===== config.mk =====
export PLATFORM = sky130hd
export DESIGN_NAME = crcirq_top
export DESIGN_NICKNAME = d
export VERILOG_FILES = /design/src/rtl/crcirq_pkg.sv /design/src/rtl/crcirq_rst_sync.sv /design/src/rtl/crcirq_verdict.sv /design/src/rtl/crcirq_flag.sv /design/src/rtl/crcirq_flush.sv /design/src/rtl/crcirq_top.sv
export SDC_FILE = /design/constraint.sdc
export NUM_CORES = 1
export LEC_CHECK = 0
export BUFFER_PORTS_ARGS = -buffer_cell sky130_fd_sc_hd__buf_2
export CAP_MARGIN = 10
export CORE_AREA = 4 4 41 43
export DETAILED_ROUTE_END_ITERATION = 8
export DIE_AREA = 0 0 45 47
export PLACE_DENSITY = 0.43
export SLEW_MARGIN = 20
export SYNTH_ARGS = -nofsm -noshare
export SYNTH_HDL_FRONTEND = slang
export SYNTH_SLANG_ARGS = --single-unit

===== constraint.sdc =====
create_clock -name clk -period 1.7 [get_ports clk]
set_clock_uncertainty 0.2 [all_clocks]
set_input_delay 0.17 -clock clk [delete_from_list [all_inputs] [get_ports clk]]
set_output_delay 0.17 -clock clk [all_outputs]
set_load 0.005 [all_outputs]

===== src/rtl/crcirq_pkg.sv =====
package crcirq_pkg;

  localparam int unsigned NUM_FLAGS = 4;

  typedef enum logic [1:0] {
    FL_ADDR  = 2'd0,
    FL_DRDY  = 2'd1,
    FL_CRCOK = 2'd2,
    FL_STAT  = 2'd3
  } flag_idx_e;

  typedef struct packed {
    logic pass;
    logic fail_keep;
    logic fail_drop;
    logic bypass;
  } verdict_t;

endpackage


===== src/rtl/crcirq_rst_sync.sv =====
module crcirq_rst_sync #(
  parameter int unsigned STAGES = 2
) (
  input  logic clk,
  input  logic rst_n,
  output logic rst_sync_n
);

  logic [STAGES-1:0] chain_q;
  logic [STAGES-1:0] chain_d;

  always_comb begin
    chain_d = {chain_q[STAGES-2:0], 1'b1};
  end

  always_ff @(posedge clk or negedge rst_n) begin
    if (!rst_n) begin
      chain_q <= '0;
    end else begin
      chain_q <= chain_d;
    end
  end

  assign rst_sync_n = chain_q[STAGES-1];

endmodule


===== src/rtl/crcirq_verdict.sv =====
module crcirq_verdict
  import crcirq_pkg::*;
(
  input  logic     pkt_end,
  input  logic     crc_en,
  input  logic     crc_good,
  input  logic     keep_on_fail,
  output verdict_t verdict
);

  always_comb begin
    verdict           = '0;
    verdict.pass      = pkt_end &  crc_en &  crc_good;
    verdict.fail_keep = pkt_end &  crc_en & ~crc_good &  keep_on_fail;
    verdict.fail_drop = pkt_end &  crc_en & ~crc_good & ~keep_on_fail;
    verdict.bypass    = pkt_end & ~crc_en;
  end

endmodule


===== src/rtl/crcirq_flag.sv =====
module crcirq_flag (
  input  logic clk,
  input  logic rst_n,
  input  logic set_i,
  input  logic clr_i,
  output logic flag_o
);

  logic flag_q;
  logic flag_d;
  logic flag_en;

  always_comb begin
    flag_en = set_i | clr_i;
    if (set_i) begin
      flag_d = 1'b1;
    end else begin
      flag_d = 1'b0;
    end
  end

  always_ff @(posedge clk or negedge rst_n) begin
    if (!rst_n) begin
      flag_q <= 1'b0;
    end else if (flag_en) begin
      flag_q <= flag_d;
    end
  end

  assign flag_o = flag_q;

endmodule


===== src/rtl/crcirq_flush.sv =====
module crcirq_flush (
  input  logic clk,
  input  logic rst_n,
  input  logic drop_i,
  output logic flush_o
);

  logic pulse_q;
  logic pulse_d;

  always_comb begin
    pulse_d = drop_i;
  end

  always_ff @(posedge clk or negedge rst_n) begin
    if (!rst_n) begin
      pulse_q <= 1'b0;
    end else begin
      pulse_q <= pulse_d;
    end
  end

  assign flush_o = pulse_q;

endmodule


===== src/rtl/crcirq_top.sv =====
module crcirq_top
  import crcirq_pkg::*;
#(
  parameter int unsigned SYNC_STAGES = 2
) (
  input  logic clk,
  input  logic rst_n,
  input  logic pkt_end_i,
  input  logic crc_good_i,
  input  logic crc_en_i,
  input  logic crc_keep_i,
  input  logic addr_hit_i,
  input  logic rx_mode_i,
  input  logic start_det_i,
  input  logic last_rd_i,
  output logic fifo_flush_o,
  output logic irq0_o,
  output logic irq1_o,
  output logic crc_stat_o
);

  logic                 rst_sync_n;
  verdict_t             verdict;
  logic [NUM_FLAGS-1:0] flag_set;
  logic [NUM_FLAGS-1:0] flag_clr;
  logic [NUM_FLAGS-1:0] flag_q;
  logic                 rx_wipe;

  crcirq_rst_sync #(
    .STAGES(SYNC_STAGES)
  ) i_rst_sync (
    .clk       (clk),
    .rst_n     (rst_n),
    .rst_sync_n(rst_sync_n)
  );

  crcirq_verdict i_verdict (
    .pkt_end     (pkt_end_i),
    .crc_en      (crc_en_i),
    .crc_good    (crc_good_i),
    .keep_on_fail(crc_keep_i),
    .verdict     (verdict)
  );

  // Route verdicts and host events onto per-flag set/clear lines.
  always_comb begin
    rx_wipe            = rx_mode_i & (last_rd_i | start_det_i);
    flag_set           = '0;
    flag_clr           = '0;
    flag_set[FL_ADDR]  = addr_hit_i;
    flag_set[FL_DRDY]  = verdict.pass | verdict.fail_keep | verdict.bypass;
    flag_set[FL_CRCOK] = verdict.pass;
    flag_set[FL_STAT]  = verdict.pass;
    flag_clr[FL_ADDR]  = last_rd_i;
    flag_clr[FL_DRDY]  = last_rd_i;
    flag_clr[FL_CRCOK] = rx_wipe;
    flag_clr[FL_STAT]  = rx_wipe;
  end

  for (genvar g = 0; g < NUM_FLAGS; g++) begin : g_flag
    crcirq_flag i_flag (
      .clk   (clk),
      .rst_n (rst_sync_n),
      .set_i (flag_set[g]),
      .clr_i (flag_clr[g]),
      .flag_o(flag_q[g])
    );
  end

  crcirq_flush i_flush (
    .clk    (clk),
    .rst_n  (rst_sync_n),
    .drop_i (verdict.fail_drop),
    .flush_o(fifo_flush_o)
  );

  assign irq0_o     = flag_q[FL_DRDY] | flag_q[FL_ADDR];
  assign irq1_o     = flag_q[FL_CRCOK];
  assign crc_stat_o = flag_q[FL_STAT];

endmodule


==> metrics.txt <==
# rows=13; synthesized cell area=~220 µm²; synth warn=0; Pint=259 µW; Pins Over Slew Limit=0; RSZ-0062 raised after global routing=no; Max Cap Viol=0; Hold Vio Cnt, Final=0; max incr delay on CP=approximately 560 ps; initial antenna violation count=0; final setup TNS=0 ps; Vias/cell=3.77; Num CTS Buffers=3; VDD IR max=0.000320 V; Crit-path slowest cell=dlygate4sd3_1; H-tree depth=1; Syn-to-layout area delta=71.8%; final core occ=0.292; Psw=60.9 µW; Setup Viol. Count Final=0; DP Wirelength=424 µm; most used cell, CP=dlygate4sd3_1; leak pwr=0.000199 µW; fmax=0.639 GHz; most common cell after layout, fill and taps aside=buf_2; antenna-violating nets left=0; worst skew pair latency=about 230 ps; Synth Instances=17; first-pass GRT wire length=862 µm; WL per Instance=9.02 µm; hold crit path type=in2reg; post-synthesis sequential area ratio=0.678; initial core utilization=0.170; placed insts=44; CTS max path bufs=2; global route overflow=0; PD cells=840 nW/µm²; port bufs=13; Yosys cell types=12; DRT Wirelength=478 µm; Initial DRT Pass Iterations=4; period utilization=0.920; Comb pwr share=0.132; crit path kind=in2reg; status=finished, final reports clean; ant diodes=0; Net Count, Synth=27; CP Launch Type=input pin; I/O pin count=14; most frequent cells in the layout=13 x buf_2, 6 x dfrtp_1, 6 x dlygate4sd3_1, 3 x clkbuf_4; Crit path arrival time=1540 ps; Vias=200; Crit Path Max Fanout=2; GRT Overall Usage=0.0621; CP endpoint kind=flip-flop; layout cell share with drive strength beyond 1=0.447; required time of the critical path=around 1700 ps; chip width=45 µm; largest net degree at the start of global routing=5; post-CTS sizing=0; Die Ht=between 40 and 50 µm; sequential fraction of design power=0.492; GP Congestion=0.603; Yosys reg bits=6; core area=approximately 1300 µm²; initial drt markers=1; clock sinks=6; CTS tree=built; Post-CTS Setup Bufs=0; clock root cell=clkbuf_4; fin crit period=1560 ps; CP bufs+invs=3; Syn Area/Cell=13.0 µm²; Final WS setup=136 ps; dpl ws=between 500 and 600 ps; crit-path cells=dlygate4sd3_1 -> buf_2 -> nor3_1 -> dlygate4sd3_1; Reg clk slew, reported paths=40 ps; Post-CTS Hold Buffers=6; family with the most delay on the worst path=buffers and inverters; Hold Slack=between 20 and 25 ps; Nets=50; vias in the first global route=209; die area=2120 µm²; Clock Power Share=0.376; drt drc=0; Cell Count, Final, Fillers Out=53; switch share=0.191
==> path summary, 6_finish.rpt <==
path,from,endpoint,slack (ps),depth (start not counted)
max,crc_keep_i,i_flush.flush_o$_DFF_PN0_,140,4
min,crc_good_i,g_flag[2].i_flag.flag_o$_DFFE_PN0P_,20,2
max reg2reg,i_rst_sync.chain_q[1]$_DFF_PN0_,g_flag[2].i_flag.flag_o$_DFFE_PN0P_,740,1
min reg2reg,i_rst_sync.chain_q[0]$_DFF_PN0_,i_rst_sync.chain_q[1]$_DFF_PN0_,150,0
max in group asynchronous,i_rst_sync.chain_q[1]$_DFF_PN0_,g_flag[2].i_flag.flag_o$_DFFE_PN0P_,740,1
min in group asynchronous,rst_n,i_rst_sync.chain_q[0]$_DFF_PN0_,50,2
==> cell families (layout without fill, tap and decap cells) <==
kind of cell / Yosys count / count (layout) / synth area share
AND/OR/NAND/NOR: 4 / 4 / 0.107
buffers and inverters: 2 / 23 / 0.0508
flip-flops: 6 / 6 / 0.678
other: 1 / 1 / 0.0169
AO/OA/AOI/OAI: 4 / 4 / 0.147
==> sequential cells by signal, indices dropped and copies added, names as in the netlist <==
name	flops
g_flag.i_flag.flag_o	3
i_flush.flush_o	1
i_rst_sync.chain_q	2
==> metal layers <==
layer  vias to the layer above  GRT usage  routed length, µm
met5                         -          0                  0
met4                         0     0.0175                  0
met3                         0     0.0498                 76
met2                        15     0.0989                206
met1                        85     0.0628                195
li1                        100          -                  -
==> per-stage QoR <==
stage                     power, µW  instance area [µm²]
after detailed placement        193                  298
after floorplan                 173                  221
after global routing            346                  380
after CTS                       327                  380
final                           320                  380
after global placement          191                  298
==> cell type report <==
| type | instances | area [µm²] |
|---|---|---|
| fill | 141 | 921 |
| sequential | 6 | 150 |
| timing repair buffer | 19 | 125 |
| multi-input combinational | 9 | 60.1 |
| clock buffer | 3 | 22.5 |
| tap | 15 | 18.8 |
| inverter | 1 | 3.75 |
==> power by group through the flow <==
stage / Combinational [µW] / Clock [µW] / Sequential [µW]
floorplan: 13.9 / 0 / 159
global placement: 30.8 / 0 / 160
finish: 42.3 / 120 / 157
global route: 48.4 / 139 / 158
detailed placement: 31.7 / 0 / 161
CTS: 43.1 / 126 / 157
==> synthesized netlist by cell type <==
cell,count,area share
a32o_2,1,0.051
or3b_1,1,0.040
conb_1,1,0.017
nand2_1,1,0.017
o21ai_1,1,0.023
a21o_1,1,0.034
or2_1,1,0.028
nor3_1,1,0.023
inv_1,1,0.017
a22o_1,1,0.040
dfrtp_1,6,0.68
buf_4,1,0.034
No activity file was read; power rests on OpenSTA's default activity.
